[src/rtl/sprseq_pkg.sv]
// Package: shared constants, the sequencer state type, the decoded
// position record and the control-pair decode for the sprite list fetcher.
// Assumes 16-bit memory words and 9-bit line and position values.
package sprseq_pkg;

    localparam int WORD_W = 16;
    localparam int POS_W  = 9;
    localparam int SLOTS_PER_LINE = 2;

    typedef enum logic [1:0] {
        ST_IDLE  = 2'd0,   // list finished or no field started
        ST_ARMED = 2'd1,   // position known, waiting for the first line
        ST_IMAGE = 2'd2,   // fetching one image pair per line
        ST_CTRL  = 2'd3    // fetching a control pair this line
    } seq_state_e;

    typedef struct packed {
        logic [POS_W-1:0] vfirst;
        logic [POS_W-1:0] vstop;
        logic [POS_W-1:0] hpos;
    } spr_pos_t;

    // Unpack the two control words into a position record.
    function automatic spr_pos_t unpack_ctrl(input logic [WORD_W-1:0] w0,
                                             input logic [WORD_W-1:0] w1);
        spr_pos_t p;
        p.vfirst = {w1[2], w0[15:8]};
        p.vstop  = {w1[1], w1[15:8]};
        p.hpos   = {w0[7:0], w1[0]};
        return p;
    endfunction

    // A pair of all-zero words closes the list.
    function automatic logic is_list_end(input logic [WORD_W-1:0] w0,
                                         input logic [WORD_W-1:0] w1);
        return (w0 == '0) && (w1 == '0);
    endfunction

endpackage

[src/rtl/sprseq_fetch.sv]
// Module: sprseq_fetch
// Owns the list pointer and the per-line slot budget. It issues reads while
// enabled and a slot is left on this line. Read data returns one cycle after
// a granted read, and the module assembles two returned words into a pair.
// Assumes the memory answers every granted read exactly one cycle later.
module sprseq_fetch
    import sprseq_pkg::*;
#(
    parameter int AW = 16
) (
    input  logic              clk,
    input  logic              rst_n,
    input  logic              reload,
    input  logic              line_start,
    input  logic              fetch_en,
    input  logic [AW-1:0]     list_base,
    input  logic              slot_gnt,
    input  logic [WORD_W-1:0] mem_rdata,
    output logic              mem_rd,
    output logic [AW-1:0]     mem_addr,
    output logic              pair_done,
    output logic [WORD_W-1:0] pair_w0,
    output logic [WORD_W-1:0] pair_w1
);

    localparam int CW = $clog2(SLOTS_PER_LINE + 1);
    localparam logic [CW-1:0] SLOT_MAX  = CW'(SLOTS_PER_LINE);
    localparam logic [CW-1:0] SLOT_LAST = CW'(SLOTS_PER_LINE - 1);

    logic [AW-1:0]     ptr_q;
    logic [CW-1:0]     used_q;
    logic              pend_q;
    logic              pend_last_q;
    logic [WORD_W-1:0] first_q;
    logic              take;

    assign mem_rd   = fetch_en && (used_q < SLOT_MAX);
    assign take     = mem_rd && slot_gnt;
    assign mem_addr = ptr_q;

    // List pointer: reload at field start, one word per granted read.
    always_ff @(posedge clk) begin
        if (!rst_n)      ptr_q <= '0;
        else if (reload) ptr_q <= list_base;
        else if (take)   ptr_q <= ptr_q + AW'(1);
    end

    // Slots used on the current line.
    always_ff @(posedge clk) begin
        if (!rst_n)          used_q <= '0;
        else if (reload)     used_q <= '0;
        else if (line_start) used_q <= take ? CW'(1) : '0;
        else if (take)       used_q <= used_q + CW'(1);
    end

    // Marks a read in flight and whether it is the second of its pair.
    always_ff @(posedge clk) begin
        if (!rst_n || reload) begin
            pend_q      <= 1'b0;
            pend_last_q <= 1'b0;
        end else begin
            pend_q      <= take;
            pend_last_q <= (used_q == SLOT_LAST);
        end
    end

    // Holds the first word of a pair until the second returns.
    always_ff @(posedge clk) begin
        if (!rst_n)                     first_q <= '0;
        else if (pend_q && !pend_last_q) first_q <= mem_rdata;
    end

    assign pair_done = pend_q && pend_last_q;
    assign pair_w0   = first_q;
    assign pair_w1   = mem_rdata;

endmodule

[src/rtl/sprseq_ctrl.sv]
// Module: sprseq_ctrl
// Sequencer state machine and position registers. State changes at field
// start, at line start (first line reached, stop line reached) and when a
// control pair completes. Assumes pairs never complete on a line-start cycle.
module sprseq_ctrl
    import sprseq_pkg::*;
(
    input  logic              clk,
    input  logic              rst_n,
    input  logic              reload,
    input  logic              line_start,
    input  logic [POS_W-1:0]  line_num,
    input  logic              pair_done,
    input  logic [WORD_W-1:0] pair_w0,
    input  logic [WORD_W-1:0] pair_w1,
    output logic              fetch_en,
    output logic              img_take,
    output logic              pos_vld,
    output spr_pos_t          pos
);

    seq_state_e state_q;
    seq_state_e state_d;
    spr_pos_t   dec;
    logic       ctrl_take;
    logic       list_end;

    assign dec       = unpack_ctrl(pair_w0, pair_w1);
    assign list_end  = is_list_end(pair_w0, pair_w1);
    assign ctrl_take = pair_done && (state_q == ST_CTRL);
    assign img_take  = pair_done && (state_q == ST_IMAGE);
    assign fetch_en  = (state_q == ST_IMAGE) || (state_q == ST_CTRL);

    // Next state: reload first, then line boundaries, then pair completion.
    always_comb begin
        state_d = state_q;
        if (reload) begin
            state_d = ST_CTRL;
        end else if (line_start) begin
            if (state_q == ST_ARMED && line_num == pos.vfirst)
                state_d = ST_IMAGE;
            else if (state_q == ST_IMAGE && line_num == pos.vstop)
                state_d = ST_CTRL;
        end else if (ctrl_take) begin
            state_d = list_end ? ST_IDLE : ST_ARMED;
        end
    end

    // State register.
    always_ff @(posedge clk) begin
        if (!rst_n) state_q <= ST_IDLE;
        else        state_q <= state_d;
    end

    // Position registers and their strobe, loaded from a non-end control pair.
    always_ff @(posedge clk) begin
        if (!rst_n) begin
            pos     <= '0;
            pos_vld <= 1'b0;
        end else begin
            pos_vld <= ctrl_take && !list_end;
            if (ctrl_take && !list_end) pos <= dec;
        end
    end

endmodule

[src/rtl/sprseq_emit.sv]
// Module: sprseq_emit
// Registers a completed image pair towards the serializer with a one-cycle
// valid strobe. Assumes at most one pair completes per cycle.
module sprseq_emit
    import sprseq_pkg::*;
(
    input  logic              clk,
    input  logic              rst_n,
    input  logic              img_take,
    input  logic [WORD_W-1:0] pair_w0,
    input  logic [WORD_W-1:0] pair_w1,
    output logic              data_vld,
    output logic [WORD_W-1:0] data_a,
    output logic [WORD_W-1:0] data_b
);

    // Output pair and strobe.
    always_ff @(posedge clk) begin
        if (!rst_n) begin
            data_vld <= 1'b0;
            data_a   <= '0;
            data_b   <= '0;
        end else begin
            data_vld <= img_take;
            if (img_take) begin
                data_a <= pair_w0;
                data_b <= pair_w1;
            end
        end
    end

endmodule

[src/rtl/sprite_list_seq.sv]
// Module: sprite_list_seq
// One sprite channel's display-list fetcher: pointer and slot budget,
// state machine with positions, and image output register. Assumes two
// slot grants per line, after the line-start cycle, and one-cycle read latency.
module sprite_list_seq
    import sprseq_pkg::*;
#(
    parameter int AW = 16
) (
    input  logic              clk,
    input  logic              rst_n,
    input  logic              field_start,
    input  logic [AW-1:0]     list_base,
    input  logic              line_start,
    input  logic [POS_W-1:0]  line_num,
    input  logic              slot_gnt,
    output logic              mem_rd,
    output logic [AW-1:0]     mem_addr,
    input  logic [WORD_W-1:0] mem_rdata,
    output logic              data_vld,
    output logic [WORD_W-1:0] data_a,
    output logic [WORD_W-1:0] data_b,
    output logic              pos_vld,
    output logic [POS_W-1:0]  spr_vstart,
    output logic [POS_W-1:0]  spr_vstop,
    output logic [POS_W-1:0]  spr_hstart
);

    logic              fetch_en;
    logic              pair_done;
    logic [WORD_W-1:0] pair_w0;
    logic [WORD_W-1:0] pair_w1;
    logic              img_take;
    spr_pos_t          pos;

    sprseq_fetch #(.AW(AW)) u_fetch (
        .clk        (clk),
        .rst_n      (rst_n),
        .reload     (field_start),
        .line_start (line_start),
        .fetch_en   (fetch_en),
        .list_base  (list_base),
        .slot_gnt   (slot_gnt),
        .mem_rdata  (mem_rdata),
        .mem_rd     (mem_rd),
        .mem_addr   (mem_addr),
        .pair_done  (pair_done),
        .pair_w0    (pair_w0),
        .pair_w1    (pair_w1)
    );

    sprseq_ctrl u_ctrl (
        .clk        (clk),
        .rst_n      (rst_n),
        .reload     (field_start),
        .line_start (line_start),
        .line_num   (line_num),
        .pair_done  (pair_done),
        .pair_w0    (pair_w0),
        .pair_w1    (pair_w1),
        .fetch_en   (fetch_en),
        .img_take   (img_take),
        .pos_vld    (pos_vld),
        .pos        (pos)
    );

    sprseq_emit u_emit (
        .clk      (clk),
        .rst_n    (rst_n),
        .img_take (img_take),
        .pair_w0  (pair_w0),
        .pair_w1  (pair_w1),
        .data_vld (data_vld),
        .data_a   (data_a),
        .data_b   (data_b)
    );

    assign spr_vstart = pos.vfirst;
    assign spr_vstop  = pos.vstop;
    assign spr_hstart = pos.hpos;

endmodule

[config.mk]
export PLATFORM = sky130hd
export DESIGN_NAME = sprite_list_seq
export DESIGN_NICKNAME = d
export VERILOG_FILES = /design/src/rtl/sprseq_pkg.sv /design/src/rtl/sprseq_fetch.sv /design/src/rtl/sprseq_ctrl.sv /design/src/rtl/sprseq_emit.sv /design/src/rtl/sprite_list_seq.sv
export SDC_FILE = /design/constraint.sdc
export NUM_CORES = 1
export LEC_CHECK = 0
export ABC_AREA = 1
export BUFFER_PORTS_ARGS = -buffer_cell sky130_fd_sc_hd__buf_2
export CAP_MARGIN = 20
export CORE_MARGIN = 2
export CORE_UTILIZATION = 47
export CTS_CLUSTER_DIAMETER = 200
export CTS_CLUSTER_SIZE = 28
export DETAILED_ROUTE_END_ITERATION = 10
export PLACE_DENSITY = 0.86
export REMOVE_ABC_BUFFERS = 1
export SYNTH_ARGS = -nofsm -noshare
export SYNTH_HDL_FRONTEND = slang
export SYNTH_SLANG_ARGS = --single-unit
[constraint.sdc]
create_clock -name clk -period 1.55 [get_ports clk]
set_clock_uncertainty 0.05 [all_clocks]
set_input_delay 0.155 -clock clk [delete_from_list [all_inputs] [get_ports clk]]
set_output_delay 0.155 -clock clk [all_outputs]
set_load 0.03 [all_outputs]
### Word-level counts from Yosys, hierarchy flattened

Index checks and enable logic that the tools add are counted.

* bits in registers: 99
* bits in latches: 0
* bits in writable memories: 0
* bits in read-only memories: 0
* input bits: 46
* output and inout bits: 78
* memories: 0

* $add $sub $neg: 2
* multiply operators: 0
* divide/modulo/power cells: 0
* order comparisons: 1
* eq/ne operators: 7
* shift operators: 0
* multiplexer cells: 11
* bitwise logic cells: 1
* reduce and logical (&&, ||, !) cells: 22

Operator list (count)
* $logic_not 16->1: 2
* $mux 16: 2
* $eq 9x9->1: 2
* $add 16x1->16 const B: 1
* $mux 2: 7
* $logic_and 1x1->1: 10
* $eq 2x1->1 const B: 2
* $eq 2x2->1 const B: 2
* $ne 4x2->1 const B: 1
* $reduce_bool 2->1: 2
* $logic_not 1->1: 3
* $reduce_bool 3->1: 1
* $add 2x1->2 const B: 1
* $logic_or 1x1->1: 2
* $lt 2x2->1 const B: 1
* $mux 1: 2
* $reduce_and 2->1: 1
* $reduce_or 2->1: 1
* $not 1->1: 1

### Depth between registers and ports, before layout

* depth in word-level cells: 6
* mapped depth: 12

### Cells and area by module

A second synthesis with hierarchy kept.

* cell total of the unflattened synthesis: 729
* area, all modules: 4894.7 um^2

Modules (own cells, without submodules)
* sprseq_fetch: instances 1, cells an instance 283, area each 1975.6 um^2, sequential area each 720.7 um^2
* sprseq_ctrl: instances 1, cells an instance 240, area each 1557.7 um^2, sequential area each 600.6 um^2
* sprseq_emit: instances 1, cells an instance 206, area each 1361.3 um^2, sequential area each 660.6 um^2

### Least setup slack after synthesis

Ideal clock, no wire load.

* kind: register to register
* start: register u_fetch.ptr_q[0], in the netlist u_fetch.mem_addr[0]
* end: register u_fetch.ptr_q[14], in the netlist u_fetch.mem_addr[14]
* library setup time: 128 ps
* arrival: 1549 ps
* required time: 1372 ps
* path slack: -177 ps
* cell stages (with the launch flop): 10
* path buffers: 0
* path through: dfxtp_1 -> ha_1 -> nand2_1 -> nor2_2 -> nand2_2 -> nor2_4 -> nand2_1 -> xor2_1 -> a21oi_1 -> nor2_1

* cells in the longest elaborated chain, start to end: 3

Ends and longest elaborated chain
* start: declaration: line sprseq_fetch.sv:30 `logic [AW-1:0] ptr_q;`
* start signal: assignment: line sprseq_fetch.sv:44 `else if (reload) ptr_q <= list_base;`
* start signal: assignment: line sprseq_fetch.sv:45 `else if (take) ptr_q <= ptr_q + AW'(1);`
* $add 16x1->16: line sprseq_fetch.sv:45
* $mux 16: line sprseq_fetch.sv:45
* $mux 16: line sprseq_fetch.sv:44

Every way passes these cells. The select of a mux whose other input is x is not followed.
A chain may end at the register's enable or synchronous reset.

### Worst setup path in the final report

* start: register u_ctrl.state_q[1]
* end: register u_ctrl.pos[17] (netlist name)

* cells in the longest elaborated chain, start to end: 3

Ends and longest elaborated chain
* start: declaration: line sprseq_ctrl.sv:22 `seq_state_e state_q;`
* start signal: assignment: line sprseq_ctrl.sv:52 `else state_q <= state_d;`
* $eq 2x2->1: line sprseq_ctrl.sv:30 `assign ctrl_take = pair_done && (state_q == ST_CTRL);`
* $logic_and 1x1->1: line sprseq_ctrl.sv:30
* $logic_and 1x1->1: line sprseq_ctrl.sv:62 `if (ctrl_take && !list_end) pos <= dec;`

Every way passes these cells.

==> reports/results.txt <==
post-synthesis average cell area: 7.10 µm²
Crit Path Class: flop to flop
synth warn: 0
fin crit period: 1.52 ns
Worst EP arrival: 1.74 ns
EDFF count, synth: 0
DR vias/cell: 5.32
Clock Pin Slew Worst Setup and Hold Paths: 0.11 ns
vias in the first global route: 4310
HP Start: list_base[13]
largest stage delay on the critical path: 0.38 ns
Row Count: 34
GRT Total Usage: 23.7%
P_leak: 2.71 nW
H-tree depth: 3
P_int: 3.42 mW
Hold Path Depth: 3
die area: 0.00996 mm²
Final ANT Viol Nets: 0
worst slew pin tran: 0.554 ns
CP endpoint kind: flop
max_cap viols: 0
DRT Wirelength: 12.6 mm
r2r setup slk: 0.03 ns
clock share of power: 34.5%
# port buffers: 123
Worst setup SP type: flop
# DRC: 0
nets: 795
run status: finished clean
pin count of the biggest net entering global routing: 58
design area: 0.00556 mm²
Final GP Congestion: 0.926
RSZ-0062 raised after global routing: yes
commonest non-fill, non-tap cell in the layout: nor2_1
CP Max Fanout: 6
antenna violations before repair: 0
TritonCTS Buffers: 9
Hold WC Path Type: input port to flop
final hold vios: 0
crit path from: u_ctrl.state_q[1]
CTS tree: yes
Seq/Total Area, Yosys: 45.9%
area used by multi-input combinational logic: 0.00215 mm²
Setup WS post-layout: 0.0305 ns
Pre-Repair DR Iteration Count: 7
final setup TNS: 0 ns
starting density of the core: 49.0%
Flop pwr share: 54.8%
HPWL Detailed: 8.67 mm
Die W: 99.8 µm
clock sinks: 99
main flop type after synthesis: dfxtp_1
detailed-route via count: 4573
CTS Buffer Depth: 2
sw frac: 29.0%
WP data required: 1.77 ns
global route total overflow: 0
Tcrit/Tclk final: 98.0%
Cell Area, Placed: 0.00508 mm²
Iteration-0 DRC Markers: 350
Pwr Total: 4.82 mW
Comb power frac: 10.6%
die height: 99.8 µm
first-pass GRT wire length: 19.3 mm
register area: 0.00200 mm²
Post-synth ARST share: 0%
Mapped Cells: 608
Worst-Skew Late Latency: 0.37 ns
Wirelength per Cell: 14.6 µm
P per Cell Area: 867 mW/mm²
Max Freq: 658 MHz
FF-to-FF Start: u_ctrl.state_q[1]
Worst R2R End: u_ctrl.pos[17]
Yosys reg bits: 99
Util after Layout: 63.2%
I/O Pins: 124
Layout area overhead: 28.9%
Syn Std Cell Area: 0.00432 mm²
relative slew slack: 63.1%
Root Buffer: clkbuf_8
Antenna Diode Count: 0
Yosys cell types: 32
layout cells sized above 1: 30.1%
crit-path cells: clkinv_4 -> buf_4 -> nor3_4 -> nand2_4 -> buf_4 -> o21ai_1 -> a21oi_1
final setup fails: 0
Hold EP: u_fetch.mem_addr[13]
Worst path most repeated cell: buf_4
cells on worst reg2reg path: 7
most frequent cells in the layout: nor2_1, buf_2, dfxtp_1
Core ar.: 0.00881 mm²
setup slack after placement: -0.0413 ns
Peak VDD IR: 402 µV
Max Slew Vio Count: 0
fillers: 755
Slowest cell on crit path: dfxtp_2
Switch Pwr: 1.40 mW
==> flip-flops by register name, indices dropped and copies added (netlist names) <==
register	count
u_emit.data_vld	1
u_fetch.mem_addr	16
u_fetch.used_q	2
u_fetch.pair_w0	16
u_ctrl.pos_vld	1
u_emit.data_b	16
u_emit.data_a	16
u_fetch.pend_q	1
u_fetch.pend_last_q	1
u_ctrl.state_q	2
u_ctrl.pos	27
==> what timing repair did <==
| item | 4_1_cts | 5_1_grt |
|---|---|---|
| endpoints found under the hold margin | 8 | 0 |
| setup buffers | 2 | 8 |
| endpoints found under the setup margin | 4 | 38 |
| pin swaps | 2 | 25 |
| hold buffers | 6 | 0 |
| gates resized for setup | 1 | 56 |
==> layout make-up <==
type                    instances  share of cell area (%)
clock buffers                   9                    2.23
clock inverters                 7                    1.39
inverters                      44                    3.06
multi-input cells             440                    38.6
flip-flops and latches         99                    36.0
well taps                     108                    2.43
repair buffers                153                    16.3
==> power by group through the flow <==
stage | Sequential [mW] | Clock, mW | Combinational, mW
6_report | 2.64 | 1.67 | 0.512
5_1_grt | 2.65 | 1.78 | 0.558
4_1_cts | 2.63 | 1.67 | 0.468
3_5_place_dp | 2.69 | 0 | 0.450
3_3_place_gp | 2.69 | 0 | 0.438
2_1_floorplan | 2.74 | 0 | 0.190
==> how the worst max path moves through the flow <==
stage / slack (ns) / cells past startpoint / endpoint
CTS: -0.01 / 8 / u_fetch.mem_addr[10]
finish: 0.03 / 7 / u_ctrl.pos[17]
detailed placement: -0.04 / 9 / u_fetch.mem_addr[14]
global route: -0.06 / 7 / u_fetch.mem_addr[11]
floorplan: -0.29 / 5 / u_emit.data_a[0]
global placement: 0.03 / 9 / u_fetch.mem_addr[14]
==> per-stage QoR <==
stage / std cells / hold WS (ns)
floorplan: 583 / 0.184
global placement: 828 / 0.311
detailed placement: 828 / 0.334
CTS: 852 / 0.00212
global route: 860 / 0.0107
finish: 860 / 0.00314
==> per-layer routing <==
metal | wire length (µm) | global-route usage (%) | up-vias
li1 | - | - | 2221
met1 | 5220 | 30.3 | 2124
met2 | 6180 | 40.0 | 193
met3 | 766 | 2.65 | 35
met4 | 400 | 11.2 | 0
met5 | 0 | 0 | -
==> worst max-delay path: cells and delay by family, from the launching register on <==
| kind | cells | cell delay [ns] |
|---|---|---|
| buffers and inverters | 3 | 0.40 |
| AO/OA/AOI/OAI | 2 | 0.25 |
| flip-flops | 1 | 0.38 |
| AND/OR/NAND/NOR | 2 | 0.34 |
==> synth_stat cells (2+ instances only) <==
cell type | instances | area, µm²
a21oi_1 | 23 | 115
a31oi_1 | 8 | 50.1
buf_1 | 3 | 11.3
buf_2 | 4 | 20.0
buf_6 | 3 | 33.8
clkbuf_1 | 14 | 52.6
dfxtp_1 | 99 | 1980
ha_1 | 2 | 25.0
inv_1 | 40 | 150
inv_2 | 4 | 15.0
nand2_1 | 89 | 334
nand2_2 | 3 | 18.8
nand3_1 | 8 | 40.0
nand3_2 | 2 | 20.0
nand3b_1 | 2 | 15.0
nor2_1 | 175 | 657
nor2_2 | 4 | 25.0
nor2_4 | 3 | 33.8
nor3_1 | 4 | 20.0
nor3_2 | 2 | 20.0
nor3_4 | 2 | 32.5
o21ai_0 | 78 | 390
o21ai_1 | 17 | 85.1
xor2_1 | 11 | 96.3
==> logic make-up after synthesis <==
group	share of synthesized area [%]
AOI/OAI and AO/OA	15.5
xor gates and xnor gates	2.44
adders and majority gates	0.580
buffers and inverters	6.73
DFF	45.9
and+or+nand+nor	28.9
(Power assumes the default switching activity.)
